--- src/rtl/tlb_pkg.sv ---
// Package: shared types for the translation buffer.
// Assumes: permission field is three bits, access code is two bits.
package tlb_pkg;

    typedef enum logic [1:0] {
        ACC_RD  = 2'd0,
        ACC_WR  = 2'd1,
        ACC_EX  = 2'd2,
        ACC_RSV = 2'd3
    } tlb_acc_e;

    typedef struct packed {
        logic ex;
        logic wr;
        logic rd;
    } tlb_perm_t;

endpackage

--- src/rtl/tlb_lfsr.sv ---
// Module: free-running Fibonacci shift register used as a replacement index source.
// Assumes: TAPS gives a maximal-length polynomial, SEED is non-zero, OUT_W <= W.
module tlb_lfsr #(
    parameter int W = 8,
    parameter logic [W-1:0] TAPS = 8'hB8,
    parameter logic [W-1:0] SEED = 8'h01,
    parameter int OUT_W = 3
) (
    input  logic             clk,
    input  logic             rst_n,
    output logic [OUT_W-1:0] rnd
);

    logic [W-1:0] st_q;

    // Purpose: load seed on reset, otherwise shift in the tap parity every cycle.
    always_ff @(posedge clk) begin
        if (!rst_n) st_q <= SEED;
        else        st_q <= {st_q[W-2:0], ^(st_q & TAPS)};
    end

    assign rnd = st_q[OUT_W-1:0];

endmodule

--- src/rtl/tlb_cam.sv ---
// Module: parallel tag compare against every entry.
// Assumes: tags packed entry 0 in the lowest bits.
module tlb_cam #(
    parameter int N = 8,
    parameter int W = 20
) (
    input  logic [N-1:0]   valid_vec,
    input  logic [N*W-1:0] tag_flat,
    input  logic [W-1:0]   key,
    output logic [N-1:0]   match
);

    // Purpose: one comparator per entry, qualified by its valid bit.
    for (genvar i = 0; i < N; i++) begin : g_cmp
        assign match[i] = valid_vec[i] && (tag_flat[i*W +: W] == key);
    end

endmodule

--- src/rtl/tlb_victim.sv ---
// Module: picks the entry a fill writes: a matching entry first, then the
// lowest empty entry, then the random index.
// Assumes: dup has at most one bit set.
module tlb_victim #(
    parameter int N = 8,
    parameter int IDX_W = 3
) (
    input  logic [N-1:0]     valid_vec,
    input  logic [N-1:0]     dup,
    input  logic [IDX_W-1:0] rnd,
    output logic [IDX_W-1:0] idx
);

    // Purpose: priority select of the fill slot.
    always_comb begin
        idx = rnd;
        for (int i = N - 1; i >= 0; i--) begin
            if (!valid_vec[i]) idx = IDX_W'(i);
        end
        for (int i = 0; i < N; i++) begin
            if (dup[i]) idx = IDX_W'(i);
        end
    end

endmodule

--- src/rtl/tlb_fa.sv ---
// Module: fully associative translation buffer with permission check,
// walker request on miss, fill with random replacement, and flush.
// Assumes: ENTRIES is a power of two, at least 2, and not above 2**LFSR_W.
module tlb_fa #(
    parameter int VPN_W = 20,
    parameter int PFN_W = 16,
    parameter int ENTRIES = 8,
    parameter int LFSR_W = 8,
    parameter logic [LFSR_W-1:0] LFSR_TAPS = 8'hB8,
    parameter logic [LFSR_W-1:0] LFSR_SEED = 8'h01
) (
    input  logic             clk,
    input  logic             rst_n,
    input  logic             lk_valid,
    input  logic [VPN_W-1:0] lk_vpn,
    input  logic [1:0]       lk_acc,
    output logic             lk_hit,
    output logic [PFN_W-1:0] lk_pfn,
    output logic             lk_fault,
    output logic             walk_req,
    output logic [VPN_W-1:0] walk_vpn,
    input  logic             fill_valid,
    input  logic [VPN_W-1:0] fill_vpn,
    input  logic [PFN_W-1:0] fill_pfn,
    input  logic [2:0]       fill_perm,
    input  logic             flush
);
    import tlb_pkg::*;

    localparam int IDX_W = $clog2(ENTRIES);

    logic [ENTRIES-1:0]       valid_q;
    logic [VPN_W-1:0]         tag_q  [ENTRIES];
    logic [PFN_W-1:0]         pfn_q  [ENTRIES];
    tlb_perm_t                perm_q [ENTRIES];
    logic [ENTRIES*VPN_W-1:0] tag_flat;
    logic [ENTRIES-1:0]       hit_vec;
    logic [ENTRIES-1:0]       dup_vec;
    logic [IDX_W-1:0]         rnd_idx;
    logic [IDX_W-1:0]         fill_idx;
    logic [PFN_W-1:0]         pfn_sel;
    tlb_perm_t                perm_sel;
    logic                     allow;
    logic                     any_match;
    logic                     fill_go;

    // Purpose: flatten stored tags for the comparators.
    always_comb begin
        for (int i = 0; i < ENTRIES; i++) tag_flat[i*VPN_W +: VPN_W] = tag_q[i];
    end

    tlb_cam #(.N(ENTRIES), .W(VPN_W)) u_look (
        .valid_vec(valid_q), .tag_flat(tag_flat), .key(lk_vpn), .match(hit_vec)
    );

    tlb_cam #(.N(ENTRIES), .W(VPN_W)) u_dup (
        .valid_vec(valid_q), .tag_flat(tag_flat), .key(fill_vpn), .match(dup_vec)
    );

    tlb_lfsr #(.W(LFSR_W), .TAPS(LFSR_TAPS), .SEED(LFSR_SEED), .OUT_W(IDX_W)) u_rnd (
        .clk(clk), .rst_n(rst_n), .rnd(rnd_idx)
    );

    tlb_victim #(.N(ENTRIES), .IDX_W(IDX_W)) u_vict (
        .valid_vec(valid_q), .dup(dup_vec), .rnd(rnd_idx), .idx(fill_idx)
    );

    // Purpose: OR-mux the frame and permissions of the (single) matching entry.
    always_comb begin
        pfn_sel  = '0;
        perm_sel = '0;
        for (int i = 0; i < ENTRIES; i++) begin
            if (hit_vec[i]) begin
                pfn_sel  = pfn_sel | pfn_q[i];
                perm_sel = perm_sel | perm_q[i];
            end
        end
    end

    // Purpose: decode whether the requested access kind is permitted.
    always_comb begin
        case (tlb_acc_e'(lk_acc))
            ACC_RD:  allow = perm_sel.rd;
            ACC_WR:  allow = perm_sel.wr;
            ACC_EX:  allow = perm_sel.ex;
            default: allow = 1'b0;
        endcase
    end

    assign any_match = |hit_vec;
    assign lk_hit    = lk_valid && any_match;
    assign lk_pfn    = lk_hit ? pfn_sel : '0;
    assign lk_fault  = lk_hit && !allow;
    assign walk_req  = lk_valid && !any_match;
    assign walk_vpn  = lk_vpn;
    assign fill_go   = fill_valid && !flush;

    // Purpose: valid bits: cleared by reset or flush, set by a fill.
    always_ff @(posedge clk) begin
        if (!rst_n)       valid_q <= '0;
        else if (flush)   valid_q <= '0;
        else if (fill_go) valid_q[fill_idx] <= 1'b1;
    end

    // Purpose: write the translation payload into the chosen entry.
    always_ff @(posedge clk) begin
        if (rst_n && fill_go) begin
            tag_q[fill_idx]  <= fill_vpn;
            pfn_q[fill_idx]  <= fill_pfn;
            perm_q[fill_idx] <= tlb_perm_t'(fill_perm);
        end
    end

endmodule

--- config.mk ---
export PLATFORM = sky130hd
export DESIGN_NAME = tlb_fa
export DESIGN_NICKNAME = d
export VERILOG_FILES = /design/src/rtl/tlb_pkg.sv /design/src/rtl/tlb_lfsr.sv /design/src/rtl/tlb_cam.sv /design/src/rtl/tlb_victim.sv /design/src/rtl/tlb_fa.sv
export SDC_FILE = /design/constraint.sdc
export NUM_CORES = 1
export LEC_CHECK = 0
export BUFFER_PORTS_ARGS = -buffer_cell sky130_fd_sc_hd__buf_4
export CAP_MARGIN = 20
export CORE_MARGIN = 2
export CORE_UTILIZATION = 60
export CTS_BUF_LIST = sky130_fd_sc_hd__clkbuf_8
export DETAILED_ROUTE_END_ITERATION = 8
export HOLD_SLACK_MARGIN = 0.12
export PLACE_DENSITY = 0.89
export SLEW_MARGIN = 10
export SYNTH_ARGS = -nofsm -noshare
export SYNTH_HDL_FRONTEND = slang
export SYNTH_HIERARCHICAL = 1
export SYNTH_SLANG_ARGS = --single-unit
--- constraint.sdc ---
create_clock -name clk -period 7.2 [get_ports clk]
set_input_delay 1.44 -clock clk [delete_from_list [all_inputs] [get_ports clk]]
set_output_delay 1.44 -clock clk [all_outputs]
set_load 0.02 [all_outputs]
==> flow_metrics.env <==
export IMPL_first_global_vias=9400
export IMPL_htree_levels=2
export IMPL_fmax_mhz=173
export IMPL_grt_pass1_wl_microns=56800
export IMPL_highest_layer="met4"
export IMPL_antenna_found_initial=0
export IMPL_synth_main_ff_cell="edfxtp_1"
export IMPL_vias=9382
export IMPL_cts_made_buffers=51
export IMPL_drive_gt1_frac=0.191
export IMPL_viasPerCell=6.32
export IMPL_reg2reg_to="pfn_q[5][12]"
export IMPL_die_h_microns=163
export IMPL_dr_pass1_iters=5
export IMPL_drc=0
export IMPL_yosys_warnings=6
export IMPL_arrival_ps=4360
export IMPL_ctsResizeCount=0
export IMPL_setup_ws_ps=1400
export IMPL_setup_violations=0
export IMPL_fill_cells=1665
export IMPL_fin_worst_skew_ps=29.1
export IMPL_worst_endpoint_required_ps=5760
export IMPL_routedWlPerCell_microns=25.8
export IMPL_gr_usage_all_layers=0.291
export IMPL_globalplace_congestion=0.910
export IMPL_maxSlewHeadroom=0.270
export IMPL_drv_cap=0
export IMPL_worst_hold_path_type="reg2reg"
export IMPL_start_kind="primary input"
export IMPL_worst_slew_pin_slew_ps=1090
export IMPL_ir_drop_mv=0.251
export IMPL_clkLatencyLatePin_ps=610
export IMPL_power_density_nw_per_um2=222
export IMPL_endpoint_kind="output pin"
export IMPL_ys_types=48
export IMPL_synth_cells=1018
export IMPL_die_area_sq_um=26600
export IMPL_avgSynthCellArea_sq_um=14.9
export IMPL_hpwl_microns=24600
export IMPL_synth_edff_count=312
export IMPL_cts_setup_buffers=0
export IMPL_fin_crit_sh=0.805
export IMPL_die_width_microns=163
export IMPL_grt_max_degree=30
export IMPL_r2r_start="tag_q[7][5]"
export IMPL_fin_crit_ps=5800
export IMPL_rows=58
export IMPL_hold_path_endpoint="u_rnd/st_q[7]"
export IMPL_cpMaxStageDelayCell="nor4_1"
export IMPL_cp_max_fo=20
export IMPL_synth_fp_nets=1084
export IMPL_post_route_util=0.675
export IMPL_instances_no_fill=1484
export IMPL_crit_chain="buf_4 -> xor2_1 -> nor4_1 -> nand4_1 -> nor4_4 -> buf_4 -> nor4_1 -> nand2_1 -> nand2_2 -> a31oi_1 -> buf_4"
export IMPL_clock_sinks=328
export IMPL_nets=1178
export IMPL_status="completed"
export IMPL_antenna_cells=0
export IMPL_areaGrowthSynthToFinish_pct=11.2
export IMPL_wl_met2_microns=18000
export IMPL_drv_slew=0
export IMPL_tritoncts="done"
export IMPL_seq_area_sq_um=9690
export IMPL_hp_start="u_rnd/st_q[6]"
export IMPL_ys_seq_area_frac=0.637
export IMPL_multi_input_area_sq_um=4950
export IMPL_fin_tns_setup_ps=0
export IMPL_syn_area_sq_um=15200
export IMPL_path_common_cell="buf_4"
export IMPL_core_area_sq_um=25000
export IMPL_antenna_left=0
export IMPL_cts_root_buf="clkbuf_8"
export IMPL_power_leakage_uw=0.00552
export IMPL_slowest_delay_ps=410
export IMPL_clkSlewWorstSetupHoldPaths_ps=60
export IMPL_reg2regPathDepth=11
export IMPL_whs_path_depth=1
export IMPL_synthArstFlopShare=0
export IMPL_cts_buffer_depth=3
export IMPL_start_util=0.607
export IMPL_placed_cells=1388
export IMPL_ys_seq_elements=328
export IMPL_num_io_pins=105
export IMPL_postCtsHoldBufs=0
export IMPL_rsz0062_at_grt="no"
export IMPL_m1WireLength_microns=14600
export IMPL_io_buffer_count=104
export IMPL_drt_initial_drc_count=1114
export IMPL_pre_cts_ws_ps=1470
export IMPL_totalWireLength_microns=38200
export IMPL_met3_wirelength_microns=3880
export IMPL_final_hold_viol_count=0
export IMPL_path_class="in2out"
export IMPL_grt_ovfl_total=0
export IMPL_r2r_setup_slack_ps=2830
state kept, by name, indices dropped and copies added, names as in the netlist:
register / flops
u_rnd/st_q: 8
tag_q: 160
valid_q: 8
pfn_q: 128
perm_q: 24
cells by family (layout without fill, tap and decap cells):
| logic type | Yosys count | count (layout) | synth area share |
|---|---|---|---|
| flip-flops | 328 | 328 | 0.637 |
| AND/OR/NAND/NOR | 176 | 176 | 0.0748 |
| AO/OA/AOI/OAI | 106 | 106 | 0.0539 |
| XOR/XNOR | 323 | 323 | 0.188 |
| buffers and inverters | 85 | 221 | 0.0462 |
cell usage after synthesis, types with 2 or more instances:
cell type	number	area, sq um
o21a_1	2	15.0
nor2_1	21	78.8
edfxtp_1	312	9370
nand2b_1	4	25.0
dfxtp_1	16	320
a22o_1	18	158
a31oi_1	19	119
xor2_1	126	1100
and2_1	6	37.5
a22oi_1	36	270
nand4_1	49	307
buf_2	19	95.1
buf_4	27	203
a21oi_1	4	20.0
a222oi_1	2	20.0
xor2_2	4	65.1
nor3b_1	2	15.0
nor2_2	2	12.5
nor3_1	2	10.0
and4bb_1	2	25.0
nor4_2	16	200
xnor2_1	193	1690
a221oi_1	17	149
nand3_1	18	90.1
inv_1	4	15.0
nand2_1	9	33.8
nor4_1	35	219
buf_6	33	372
worst max-delay path: cells and delay by family:
family | cells | cell delay [ps]
simple gates | 6 | 1580
xor+xnor | 1 | 180
buf+inv | 3 | 730
compound gates | 1 | 400
stage by stage:
| step | cell area (sq um) | total power [uW] | hold WS, ps |
|---|---|---|---|
| 2_1_floorplan | 15200 | 2300 | 412 |
| 3_3_place_gp | 16000 | 2380 | 423 |
| 3_5_place_dp | 16000 | 2380 | 437 |
| 4_1_cts | 16900 | 3760 | 453 |
| 5_1_grt | 16900 | 3870 | 458 |
| 6_report | 16900 | 3750 | 442 |
worst max path at each step:
stage / start / to / slack (ps) / depth (start not counted)
2_1_floorplan: fill_vpn[19] / perm_q[0][0] / 1480 / 11
3_5_place_dp: lk_vpn[14] / lk_pfn[6] / 1470 / 11
6_report: lk_vpn[14] / lk_pfn[4] / 1400 / 11
3_3_place_gp: lk_vpn[14] / lk_pfn[4] / 1540 / 11
4_1_cts: lk_vpn[14] / lk_pfn[6] / 1450 / 11
5_1_grt: lk_vpn[19] / lk_pfn[6] / 1360 / 11
cells in the final DEF, fill, tap and decap left out, drive strengths merged, types with 2 or more instances in the layout:
master | Yosys | layout
edfxtp | 312 | 312
xnor2 | 193 | 193
xor2 | 130 | 130
buf | 79 | 122
clkbuf | 2 | 52
nor4 | 51 | 51
nand4 | 49 | 49
a22oi | 36 | 36
inv | 4 | 27
nor2 | 23 | 23
clkinv | 0 | 20
a31oi | 19 | 19
a22o | 18 | 18
nand3 | 18 | 18
a221oi | 18 | 18
dfxtp | 16 | 16
nand2 | 10 | 10
and2 | 7 | 7
nand2b | 4 | 4
a21oi | 4 | 4
nor3 | 3 | 3
nor3b | 2 | 2
a222oi | 2 | 2
o21a | 2 | 2
and4bb | 2 | 2
o21ai | 2 | 2
layout make-up:
class,instances,area share
Multi-Input combinational cell,605,0.293
Sequential cell,328,0.573
Clock buffer,52,0.0423
Inverter,4,0.000888
Tap cell,330,0.0244
Clock inverter,43,0.0118
Timing Repair Buffer,122,0.0549
power by group:
group	internal [uW]	switching (uW)	leakage, uW
Clock	680	726	0.000551
Sequential	2100	5.45	0.00294
Combinational	92.1	152	0.00203
Total	2870	883	0.00552
layer usage:
layer  vias up  GRT usage
met1      4632      0.393
met4         0      0.139
met2       652      0.462
met3       108     0.0528
met5         -          0
li1       3990          -
Power figures use the tool's default switching activity.
